<file path="src/rtl/bkoff_pkg.sv">
package bkoff_pkg;

    typedef enum logic [2:0] {
        ST_IDLE     = 3'd0,
        ST_HOLD     = 3'd1,
        ST_BO_WAIT  = 3'd2,
        ST_BO_DELAY = 3'd3,
        ST_OWNED    = 3'd4,
        ST_RELEASE  = 3'd5
    } bo_state_e;

endpackage

</file>
<file path="src/rtl/bkoff_busy_track.sv">
// Tracks whether a primary bus cycle is in flight.
module bkoff_busy_track (
    input  logic clk,
    input  logic rst_n,
    input  logic pri_strobe,
    input  logic mem_ready,
    input  logic mem_burst_ready,
    input  logic mem_last,
    output logic busy
);

    logic cycle_end;

    assign cycle_end = mem_ready | (mem_burst_ready & mem_last);

    always_ff @(posedge clk) begin
        if (!rst_n) begin
            busy <= 1'b0;
        end else if (pri_strobe) begin
            busy <= 1'b1;
        end else if (cycle_end) begin
            busy <= 1'b0;
        end
    end

endmodule

</file>
<file path="src/rtl/bkoff_grant_timer.sv">
// Counts clocks spent in the idle-bus delay state.
module bkoff_grant_timer #(
    parameter int IDLE_GRANT_DLY = 2
) (
    input  logic clk,
    input  logic rst_n,
    input  logic run,
    output logic done
);

    localparam int CW = (IDLE_GRANT_DLY < 2) ? 1 : $clog2(IDLE_GRANT_DLY + 1);
    localparam logic [CW-1:0] LAST = CW'(IDLE_GRANT_DLY - 1);

    logic [CW-1:0] cnt;

    always_ff @(posedge clk) begin
        if (!rst_n || !run) begin
            cnt <= '0;
        end else if (cnt != LAST) begin
            cnt <= cnt + 1'b1;
        end
    end

    assign done = run && (cnt == LAST);

endmodule

</file>
<file path="src/rtl/bkoff_fsm.sv">
// Sequencing state machine with registered outputs.
module bkoff_fsm
    import bkoff_pkg::*;
(
    input  logic clk,
    input  logic rst_n,
    input  logic two_clk_mode,
    input  logic alt_req,
    input  logic alt_release,
    input  logic started,
    input  logic bus_done,
    input  logic delay_done,
    output logic delay_run,
    output logic addr_hold,
    output logic backoff,
    output logic alt_grant
);

    bo_state_e state_q, state_d;
    bo_state_e bo_pick;

    // Pick the backoff state from the bus activity.
    always_comb begin
        bo_pick = started ? ST_BO_WAIT : ST_BO_DELAY;
    end

    always_comb begin
        state_d = state_q;
        unique case (state_q)
            ST_IDLE: begin
                if (alt_req) begin
                    state_d = two_clk_mode ? ST_HOLD : bo_pick;
                end
            end
            ST_HOLD:     state_d = bo_pick;
            ST_BO_WAIT:  if (bus_done)    state_d = ST_OWNED;
            ST_BO_DELAY: if (delay_done)  state_d = ST_OWNED;
            ST_OWNED:    if (alt_release) state_d = ST_RELEASE;
            ST_RELEASE:  state_d = ST_IDLE;
            default:     state_d = ST_IDLE;
        endcase
    end

    // State register.
    always_ff @(posedge clk) begin
        if (!rst_n) begin
            state_q <= ST_IDLE;
        end else begin
            state_q <= state_d;
        end
    end

    // Output register, decoded from the next state.
    always_ff @(posedge clk) begin
        if (!rst_n) begin
            addr_hold <= 1'b0;
            backoff   <= 1'b0;
            alt_grant <= 1'b0;
        end else begin
            addr_hold <= (state_d == ST_HOLD);
            backoff   <= (state_d == ST_BO_WAIT) || (state_d == ST_BO_DELAY)
                         || (state_d == ST_OWNED);
            alt_grant <= (state_d == ST_OWNED);
        end
    end

    assign delay_run = (state_q == ST_BO_DELAY);

endmodule

</file>
<file path="src/rtl/bkoff_requester.sv">
module bkoff_requester #(
    parameter int IDLE_GRANT_DLY = 2
) (
    input  logic clk,
    input  logic rst_n,
    input  logic two_clk_mode,
    input  logic alt_req,
    input  logic alt_release,
    input  logic pri_strobe,
    input  logic mem_ready,
    input  logic mem_burst_ready,
    input  logic mem_last,
    output logic addr_hold,
    output logic backoff,
    output logic alt_grant
);

    logic busy;
    logic started;
    logic bus_done;
    logic delay_run;
    logic delay_done;

    bkoff_busy_track u_busy (
        .clk             (clk),
        .rst_n           (rst_n),
        .pri_strobe      (pri_strobe),
        .mem_ready       (mem_ready),
        .mem_burst_ready (mem_burst_ready),
        .mem_last        (mem_last),
        .busy            (busy)
    );

    // A strobe in the deciding clock counts as a started cycle.
    assign started  = busy | pri_strobe;
    // Backoff acts as last transfer, so any ready ends the wait.
    assign bus_done = mem_ready | mem_burst_ready;

    bkoff_grant_timer #(
        .IDLE_GRANT_DLY (IDLE_GRANT_DLY)
    ) u_timer (
        .clk   (clk),
        .rst_n (rst_n),
        .run   (delay_run),
        .done  (delay_done)
    );

    bkoff_fsm u_fsm (
        .clk          (clk),
        .rst_n        (rst_n),
        .two_clk_mode (two_clk_mode),
        .alt_req      (alt_req),
        .alt_release  (alt_release),
        .started      (started),
        .bus_done     (bus_done),
        .delay_done   (delay_done),
        .delay_run    (delay_run),
        .addr_hold    (addr_hold),
        .backoff      (backoff),
        .alt_grant    (alt_grant)
    );

endmodule

</file>
<file path="config.mk">
export PLATFORM = sky130hd
export DESIGN_NAME = bkoff_requester
export DESIGN_NICKNAME = d
export VERILOG_FILES = /design/src/rtl/bkoff_pkg.sv /design/src/rtl/bkoff_busy_track.sv /design/src/rtl/bkoff_grant_timer.sv /design/src/rtl/bkoff_fsm.sv /design/src/rtl/bkoff_requester.sv
export SDC_FILE = /design/constraint.sdc
export NUM_CORES = 1
export LEC_CHECK = 0
export BUFFER_PORTS_ARGS = -buffer_cell sky130_fd_sc_hd__buf_2
export CAP_MARGIN = 10
export CORE_AREA = 2 2 39 41
export CTS_CLUSTER_SIZE = 16
export DETAILED_ROUTE_END_ITERATION = 10
export DIE_AREA = 0 0 41 43
export PLACE_DENSITY = 0.61
export SLEW_MARGIN = 10
export SYNTH_ARGS = -nofsm -noshare
export SYNTH_HDL_FRONTEND = slang
export SYNTH_HIERARCHICAL = 1
export SYNTH_SLANG_ARGS = --single-unit
</file>
<file path="constraint.sdc">
create_clock -name clk -period 2.1 [get_ports clk]
set_input_delay 0.315 -clock clk [delete_from_list [all_inputs] [get_ports clk]]
set_output_delay 0.315 -clock clk [all_outputs]
set_load 0.03 [all_outputs]
</file>
# == After elaboration in Yosys (flattened, before gate mapping) ==
# Index checks and enable logic that the tools add are counted.
# word_totals
ff_bits,9
in_bits,9
word_cells,38
# classes
eq_ne,10
reduce_logical,8
add_sub_neg,1
n_bitwise,4
mux,9
# ops
operator,count
two-way mux 3 bit,5
case mux 3 bit (5 select lines),1
== test 3 x 2 -> 1 bit (second input constant),4
== test 3 x 1 -> 1 bit (second input constant),2
== test 3 bit (second input constant),2
logical NOT 3 bit,1
logical OR 1 bit,3
two-way mux 1 bit,3
OR 1 bit,3
adder 2 x 1 -> 2 bit (second input constant),1
== test 2 x 1 -> 1 bit (second input constant),1
logical NOT 1 bit,2
!= test 2 x 1 -> 1 bit (second input constant),1
nonzero test 2 bit,1
bitwise AND 1 bit,1
logical AND 1 bit,1

# == Longest topological paths before layout ==
# Gate-level depths: netlist of run 1.
# logic_depth
word_depth,8
ltp_mapped,6
depth_no_buf,6

# == Hierarchy ==
# Netlist of run 1, hierarchy kept.
# by_module_without_submodules
mod,area_each_um2,seq_area_each_um2,n_inst,cells_per_inst
bkoff_fsm,296.5,120.1,1,29
bkoff_grant_timer,93.8,40.0,1,10
bkoff_busy_track,43.8,20.0,1,4
bkoff_requester,12.5,0.0,1,2

# == Worst setup path before layout of run 1 ==
# Ideal clock, no wire load.
# synth_timing
kind,register to register
from,register u_fsm.state_q[0]
to,register u_fsm.backoff
stages_incl_launch_ff,7
path_slack_ns,0.525
t_arrival_ns,1.479
n_path_buf,0
setup_ns,0.096
synth_period_minus_slack_ns,1.575
path_cell_list,dfxtp_1 > nor2b_1 > and2_1 > and2_2 > mux2_4 > a221o_2 > o41ai_2
# synth_via
elab_chain_cells,7
elab_cells_between_ends,16
classes_between,eq/ne: 7; mux: 5; reduce/logical: 4
# synth_lines
element,line_no,text
"start, declared",bkoff_fsm.sv:19,"bo_state_e state_q, state_d;"
"start signal, assigned",bkoff_fsm.sv:49,state_q <= state_d;
== test 3 x 2 -> 1 bit *,bkoff_fsm.sv:67,assign delay_run = (state_q == ST_BO_DELAY);
via delay_run,bkoff_requester.sv:21,logic delay_run;
logical AND 1 bit *,bkoff_grant_timer.sv:24,assign done = run && (cnt == LAST);
via delay_done,bkoff_requester.sv:22,logic delay_done;
two-way mux 3 bit *,bkoff_fsm.sv:37,ST_BO_DELAY: if (delay_done) state_d = ST_OWNED;
case mux 3 bit (5 select lines) *,bkoff_fsm.sv:29,unique case (state_q)
== test 3 x 2 -> 1 bit,bkoff_fsm.sv:61,backoff <= (state_d == ST_BO_WAIT) || (state_d == ST_BO_DELAY)
logical OR 1 bit,bkoff_fsm.sv:61,
logical OR 1 bit *,bkoff_fsm.sv:62,|| (state_d == ST_OWNED);
"end signal, assigned",bkoff_fsm.sv:61,
"end, declared",bkoff_fsm.sv:15,"output logic backoff,"
# The timed path passes the listed nets; every way through them passes the cells marked *.
# A chain may end at the register's enable or synchronous reset.

# == Final worst setup path of run 1 ==
# layout_timing
from,register u_fsm.state_q[2]
to,register u_fsm.backoff
# Same word-level chain as after synthesis.

==> results of run 1 <==
Yosys cell counts, drive strengths merged:
cell    instances  area share
xor2            1       0.020
mux2            1       0.034
and2b           1       0.020
or2             2       0.028
ha              1       0.028
nor4            1       0.014
mux2i           1       0.022
nor2            3       0.025
inv             4       0.034
o41ai           1       0.036
or2b            3       0.053
nor2b           3       0.042
a221o           1       0.025
o21a            1       0.017
and2            3       0.048
a22oi           1       0.017
a211oi          2       0.045
nor3b           1       0.017
dfxtp           9        0.40
a32o            1       0.022
nand2           2       0.017
o211a           1       0.022
o21ai           1       0.011
worst max path at each step:
stage	start	to	slack, ns	cells after the start
floorplan	u_fsm/state_q[0]	u_fsm/backoff	0.53	6
global placement	u_fsm/state_q[0]	u_fsm/backoff	0.47	6
detailed placement	u_fsm/state_q[2]	u_fsm/backoff	0.47	6
CTS	u_fsm/state_q[0]	u_fsm/backoff	0.45	6
global route	u_fsm/state_q[2]	u_fsm/backoff	0.36	6
finish	u_fsm/state_q[2]	u_fsm/backoff	0.46	6
area by class of cell:
type	count	area [um2]
Fill cell	151	836
Multi-Input combinational cell	32	251
Sequential cell	9	180
Timing Repair Buffer	11	55.1
Clock buffer	4	26.3
Tap cell	16	20.0
Inverter	4	15.0
per-layer routing:
layer,global-route usage,up-vias
li1,-,186
met1,0.168,158
met2,0.150,5
met3,0.0628,0
met4,0.0400,0
met5,0,-
power by group through the flow:
stage	sequential (mW)	clock [mW]	combinational [mW]
5_1_grt	0.208	0.146	0.122
3_3_place_gp	0.209	0	0.111
3_5_place_dp	0.208	0	0.110
4_1_cts	0.205	0.139	0.110
2_1_floorplan	0.223	0	0.0652
6_report	0.205	0.131	0.109
state kept, by name (all words and copies together), names as in the netlist:
| signal | cells |
|---|---|
| u_fsm/backoff | 1 |
| u_fsm/alt_grant | 1 |
| u_fsm/state_q | 3 |
| u_fsm/addr_hold | 1 |
| u_busy/busy | 1 |
| u_timer/cnt | 2 |
placed cells by master, fill, tap and decap left out:
master and n:
buf_2 11, dfxtp_1 9, inv_1 4, clkbuf_4 3, nor2b_1 3, nor2_1 3, or2_1 2, or2b_1 2
and2_2 2, nand2_1 2, clkbuf_1 1, a211oi_2 1, o21a_1 1, and2_1 1, and2b_2 1, mux2_4 1
a22oi_1 1, mux2i_1 1, a32o_1 1, or2b_2 1, a221o_2 1, o41ai_2 1, nor4_1 1, o21ai_0 1
o211a_1 1, nor3b_1 1, xor2_1 1, a211oi_1 1, ha_1 1
metrics by stage:
step | setup slack (ns) | area, um2 | util
after floorplan | 0.525 | 447 | -
after global routing | 0.360 | 548 | 0.396
final | 0.456 | 548 | 0.396
after CTS | 0.449 | 548 | 0.396
after detailed placement | 0.469 | 522 | 0.377
after global placement | 0.468 | 522 | 0.377
worst max-delay path, stage by stage (launching register included):
cell	delay (ns)
dfxtp_1	0.41
nor2b_1	0.08
and2_1	0.16
and2_2	0.19
mux2_4	0.26
a221o_2	0.40
o41ai_2	0.05
cell families (layout without fill, tap and decap cells):
family                   Yosys count  after routing  synth area share
buffers and inverters              4             19            0.0336
AND/OR/NAND/NOR                   19             19             0.263
adder cells (fa/ha/maj)            1              1            0.0280
AO/OA/AOI/OAI                      9              9             0.196
flip-flops                         9              9             0.403
XOR/XNOR                           1              1            0.0196
multiplexers                       2              2            0.0560
==> results.md, run 1 <==
- Worst endpoint required time: 2.27 ns
- Power per cell area: approximately 800 mW/mm2
- Final TNS setup: 0 ns
- Cts hold-fix bufs: 0
- Hold path start: pri_strobe
- Crit Path Max Fanout: 7
- HP Class: in2reg
- Skew-Pair Late Insertion Delay: ~0.26 ns
- Number of CTS-inserted buffers: 3
- Highest routed layer: met3
- Internal power: around 310 uW
- Status: complete, no violations
- Clk sinks: 9
- RePlAce Congestion: between 0.7 and 0.8
- Mapped cell area: 447 um2
- Clock Power Share: 0.293
- Maximum VDD drop: about 0.33 mV
- Reg2reg start: u_fsm/state_q[2]
- Initial Utilization: 0.323
- DR vias/cell: between 4 and 5
- Number of global-route vias before repair: around 370
- ANT nets after route: 0
- Sequential share of power: 0.461
- Register area share after synthesis: 0.403
- Layout cells sized above 1: 0.367
- Vias: 349
- Post-CTS Resized: 0
- Hold Path Sink: u_busy/busy
- Final HPWL DP: roughly 630 um
- Root Driver: clkbuf_4
- First-pass GRT wire length: 1390 um
- Fmax: approximately 0.61 GHz
- Gr ovfl total: 0
- Distinct cells, synth: 26
- Met3 wire len: roughly 20 um
- Period minus WS final: between 1.5 and 2 ns
- Met2 wire length: ~360 um
- CP endpoint kind: flop
- IO Count: 12
- Clock slew at reported path FFs: approximately 0.060 ns
- FF-to-FF path depth: 6
- Largest net degree at the start of global routing: 8
- Hold_ws: approximately 0.29 ns
- Yosys Warn Count: 6
- Row Count: 14
- Post-Syn Nets: 55
- DIE AREA: between 0.0015 and 0.002 mm2
- Final nets: about 70
- Reg2reg end: u_fsm/backoff
- Antenna violations before repair: 0
- Leak pwr: approximately 0.26 nW
- Remaining DRCs: 0
- Ant. Diodes: 0
- Core ar.: 0.00138 mm2
- Kind of critical path: reg2reg
- H-tree levels: 1
- Critical path arrival: about 1.8 ns
- DP Cell Count: 72
- Mean post-synth cell area: slightly below 10 um2
- CTS tree: built
- Hold depth: 2
- Die height: between 40 and 50 um
- Worst reg-to-reg setup slack: about 0.46 ns
- Total Wirelength: approximately 750 um
- Max Slew Vio Count: 0
- Die X: between 40 and 50 um
- Area grow syn2layout: 22.7%
- Total power: around 440 uW
- Routed met1 length: 368 um
- Post-Layout Cell Count: between 70 and 80
- GR Util All Layers: 0.119
- Comb power frac: 0.246
- Syn Inst Count: 45
- NetSw: 131 uW
- Pre-Repair DR Iteration Count: 4
- Clk buf depth: 2
- # Post-CTS Setup Buffers: 0
- Slew HR: 0.781
- WL per Instance: 9.87 um
- Period utilization: 0.783
- RSZ-0062 raised after global routing: no
- Sw Share: 0.294
- Worst-case clock skew: 0.00626 ns
- Setup violators final: 0
- PortBufs: 11
- DRT iter0 DRCs: 7
- Final hold vios: 0
- Worst Tran Pin Value: ~0.33 ns
- #FFs+latches synth: 9
- Kind of start point of the critical path: flop
- Max Cap Viol: 0
Power figures use the tool's default switching activity.
==> run 2: changes to the inputs <==
ABC_AREA = 1   (was default)
CORE_AREA = default   (was 2 2 39 41)
CORE_MARGIN = 2   (was default)
CORE_UTILIZATION = 40   (was default)
DIE_AREA = default   (was 0 0 41 43)
PLACE_DENSITY = 0.71   (was 0.61)
clock period = 1.4 ns   (was 2.1 ns; I/O delays follow)
==> results.md, run 2 <==
- Top Registers: u_fsm/state_q x3, u_timer/cnt x2
- Most frequent cells in the layout: nand2_1, inv_1, nor2_1
- Number of global-route vias before repair: about 470
- Setup violators final: 0
- Largest net degree at the start of global routing: 7
- Clk sinks: 9
- Post-CTS Resized: 0
- Sequential Area: roughly 180 um2
- Kind of start point of the critical path: flop
- Biggest register: u_fsm/state_q
- Status: complete, no violations
- #FFs+latches synth: 9
- Critical path arrival: about 1.5 ns
- Ant. Diodes: 0
- Root Driver: clkbuf_4
- EDFF count, synth: 0
- Clock slew at reported path FFs: ~0.060 ns
- Worst-case clock skew: around 0.0068 ns
- Hold_ws: around 0.21 ns
- Core Util, Final: 0.550
- Row Count: 12
- Number of CTS-inserted buffers: 3
- Die height: between 40 and 50 um
- Period minus WS final: 1.31 ns
- Mean post-synth cell area: just under 6 um2
- Crit-path cells: nand2_1 -> nor2_2 -> nand2_1 -> inv_1 -> nor3_2 -> nor2_1 -> nand2_1 -> nand2_1 -> nand2_1
- Leading area contributor after synthesis: dfxtp_1
- Area taken by multi-input logic gates: ~260 um2
- Most frequent cells after synthesis: nand2_1, inv_1, nor2_1
- Filler cell count: approximately 120
- Most common cell after layout, fill and taps aside: nand2_1
- H-tree levels: 1
- Ys async rst share: 0
- Final HPWL DP: 740 um
- Vias: 528
- Main area contributors after synthesis: dfxtp_1, nand2_1, inv_1
- Max Cap Viol: 0
- Pre-Repair DR Iteration Count: 4
- Max Slew Vio Count: 0
- Layout cells sized above 1: 0.260
- Crit Path Max Fanout: 6
- PortBufs: 11
- Largest register FFs: 3
- Die X: approximately 40 um
- Synth top area share: 0.347
- Leak pwr: 0.401 nW
- Final hold vios: 0
- Worst Tran Pin Value: around 0.21 ns
- Total Wirelength: roughly 990 um
- Power per cell area: 1200 mW/mm2
- Skew-Pair Late Insertion Delay: 0.26 ns
- IO Count: 12
- CTS tree: built
- Register area share after synthesis: 0.347
- Initial Utilization: 0.449
- Yosys Warn Count: 6
- DRT iter0 DRCs: 15
- Slew HR: 0.856
- Most frequent cell on the critical path: nand2_1
- Period utilization: 0.935
- ANT nets after route: 0
- Synth Flop Type: dfxtp_1
- Design area: 636 um2
- Most numerous cell in the Yosys netlist: nand2_1
- WL per Instance: 8.41 um
- Syn Inst Count: 88
- Peak per-stage delay on the critical path: ~0.37 ns
- Distinct cells, synth: 13
- DIE AREA: around 0.0016 mm2
- Gr ovfl total: 0
- Antenna violations before repair: 0
- RePlAce Congestion: 0.826
- # Post-CTS Setup Buffers: 0
- Kind of critical path: reg2reg
- Clk buf depth: 2
- DR vias/cell: around 4.5
- Cts hold-fix bufs: 0
- Slowest CP cell: dfxtp_2
- Core ar.: around 0.0012 mm2
- First-pass GRT wire length: about 1800 um
- Mapped cell area: roughly 520 um2
- Final nets: ~120
- Placed cell area: about 600 um2
- Remaining DRCs: 0
- HP Class: in2reg
- CP endpoint kind: flop
- Worst endpoint required time: around 1.6 ns
- Maximum VDD drop: slightly above 0.6 mV
- Post-Syn Nets: 98
- GR Util All Layers: 0.176
- Fmax: between 0.7 and 0.8 GHz
- Area grow syn2layout: 22.4%
[run 2: critical path, delay by kind of cell (launching register included)]
kind | cells | cell delay [ns]
and+or+nand+nor | 8 | 0.75
DFF | 1 | 0.37
buffers and inverters | 1 | 0.10
[run 2: layout make-up]
class	count	area share
sequential	9	0.287
inverter	23	0.136
timing repair buffer	12	0.0984
multi-input combinational	56	0.409
clock buffer	4	0.0413
tap	14	0.0276
[run 2: path summary, 6_finish.rpt]
check                                      start             to  slack (ns)  cells after the start
worst max register to register  u_fsm/state_q[1]  u_fsm/backoff        0.09                      9
worst min-delay path                  pri_strobe    u_busy/busy        0.21                      3
worst min register to register       u_busy/busy    u_busy/busy        0.47                      2
worst max-delay path            u_fsm/state_q[1]  u_fsm/backoff        0.09                      9
[run 2: kinds of logic (layout without fill, tap and decap cells)]
| family | count (synthesis) | after routing | share of synthesized area |
|---|---|---|---|
| and+or+nand+nor | 54 | 54 | 0.446 |
| buffers and inverters | 23 | 39 | 0.166 |
| DFF | 9 | 9 | 0.347 |
| adders and majority gates | 1 | 1 | 0.0241 |
| AOI/OAI and AO/OA | 1 | 1 | 0.0169 |
[run 2: through the flow]
stage          std cells  power, mW  setup TNS (ns)  worst slack (ns)
2_1_floorplan         88      0.493               0             0.209
3_3_place_gp         114      0.559               0            0.0453
3_5_place_dp         114      0.558               0            0.0766
4_1_cts              118      0.765               0           0.00795
5_1_grt              118      0.821        -0.00348          -0.00348
6_report             118      0.766               0            0.0908
[run 2: report_power, final]
group	switching, mW	internal [mW]
Sequential	0.0263	0.295
Combinational	0.158	0.0840
Clock	0.0925	0.110
[run 2: metal layers]
metal	vias to the layer above	global-route usage	share of wire
met5	-	0	0
met4	0	0.147	0.029
met3	5	0.0556	0.085
met2	20	0.242	0.39
met1	215	0.219	0.50
li1	288	-	-
==> run 3: changes to the inputs <==
CORE_MARGIN = 5   (was 2)
TNS_END_PERCENT = 5   (was default)
==> results.md, run 3 (synthesized netlist as in run 2, its figures left out) <==
- RePlAce Congestion: around 0.92
- Initial Utilization: 0.409
- First-pass GRT wire length: 1840 um
- Top Registers: u_fsm/state_q x3, u_timer/cnt x2
- Clock slew at reported path FFs: 0.06 ns
- Final hold vios: 0
- H-tree levels: 1
- Slew HR: 0.860
- Leak pwr: between 0.4 and 0.5 nW
- Antenna violations before repair: 0
- DR vias/cell: around 4.6
- Final HPWL DP: between 800 and 900 um
- Status: complete, no violations
- Hold depth: 3
- WL per Instance: ~8.9 um
- Fmax: 0.789 GHz
- HP Class: in2reg
- Critical Path Source: u_fsm/state_q[0]
- FF-to-FF path depth: 10
- Max Cap Viol: 0
- Number of CTS-inserted buffers: 3
- Core ar.: about 0.0013 mm2
- Skew-Pair Late Insertion Delay: around 0.25 ns
- Critical path arrival: 1.47 ns
- Ant. Diodes: 0
- Most frequent cells in the layout: nand2_1, inv_1, nor2_1
- CTS tree: built
- Setup violators final: 0
- Most common cell after layout, fill and taps aside: nand2_1
- Final TNS setup: 0 ns
- Largest net degree at the start of global routing: 7
- Kind of start point of the critical path: flop
- Hold path start: pri_strobe
- Remaining DRCs: 0
- Maximum VDD drop: around 0.58 mV
- Layout cells sized above 1: 0.269
- DIE AREA: around 0.0021 mm2
- Placed cell area: between 600 and 700 um2
- Period minus WS final: ~1.3 ns
- Area grow syn2layout: 23.6%
- DRT iter0 DRCs: 11
- Pre-Repair DR Iteration Count: 4
- Final nets: 115
- RSZ-0062 raised after global routing: no
- Root Driver: clkbuf_4
- Power per cell area: about 1200 mW/mm2
- PortBufs: 11
- Worst endpoint required time: between 1.5 and 2 ns
- Worst Tran Pin Value: 0.209 ns
- Row Count: 13
- Largest register FFs: 3
- Clk buf depth: 2
- GR Util All Layers: 0.123
- Filler cell count: ~130
- Gr ovfl total: 0
- Max Slew Vio Count: 0
- ANT nets after route: 0
- Die X: 46.0 um
- Clk sinks: 9
- Biggest register: u_fsm/state_q
- Vias: about 550
- Crit Path Max Fanout: 5
- Worst-case clock skew: ~0.0050 ns
- CP endpoint kind: flop
- IO Count: 12
- Kind of critical path: reg2reg
- Total Wirelength: between 1000 and 1500 um
- Period utilization: 0.906
- Die height: 46.0 um
- Design area: between 600 and 700 um2
- Reg2reg start: u_fsm/state_q[0]
- Cts hold-fix bufs: 0
- Number of global-route vias before repair: approximately 500
[run 3: cell counts in the layout (fill, tap and decap cells not counted)]
Identical to the previous run, type by type.
[run 3: through the flow]
stage	cells	setup WS [ns]	hold slack (ns)	util	power, mW
6_report	119	0.132	0.207	0.506	0.759
5_1_grt	119	0.000134	0.221	0.506	0.822
4_1_cts	119	0.0532	0.199	0.494	0.765
3_5_place_dp	115	0.0641	0.468	0.473	0.562
3_3_place_gp	115	0.0589	0.461	0.473	0.560
2_1_floorplan	88	0.209	0.326	-	0.493
[run 3: routing by layer]
metal / vias to the layer above / track usage / part of all wire
li1: 288 / - / -
met1: 229 / 0.121 / 0.38
met2: 28 / 0.225 / 0.53
met3: 2 / 0.0474 / 0.073
met4: 0 / 0.0511 / 0.013
met5: - / 0 / 0
[run 3: timing repair]
item / in CTS / in global routing
endpoints found under the setup margin: 0 / 5
setup buffers: 0 / 0
endpoints found under the hold margin: 0 / 0
gates resized for setup: 0 / 6
[run 3: layout make-up]
type | count | area [um2] | share of cell area
clock buffer | 4 | 26.3 | 0.0409
inverter | 23 | 86.3 | 0.135
multi-input combinational | 56 | 263 | 0.409
sequential | 9 | 185 | 0.288
tap | 15 | 18.8 | 0.0292
timing repair buffer | 12 | 62.6 | 0.0975
[run 3: worst max-delay path, cell delays in order (launching register included)]
cell     delay (ns)
dfxtp_2        0.37
nand2_1        0.10
nor2_2         0.13
nand2_1        0.07
inv_1          0.10
nand4_1        0.10
nand2_1        0.08
nor2_2         0.05
nor2_2         0.09
nand2_1        0.08
inv_1          0.06
[run 3: where the power goes]
group / internal (mW) / total (mW) / switching (mW)
sequential: 0.297 / 0.324 / 0.0271
combinational: 0.0844 / 0.242 / 0.158
clock: 0.109 / 0.193 / 0.0836
total: 0.490 / 0.759 / 0.269
[run 3: final timing paths]
| check | slack (ns) | to |
|---|---|---|
| worst max-delay path | 0.13 | u_fsm/alt_grant |
| worst min-delay path | 0.21 | u_busy/busy |
| worst max register to register | 0.13 | u_fsm/alt_grant |
| worst min register to register | 0.47 | u_busy/busy |
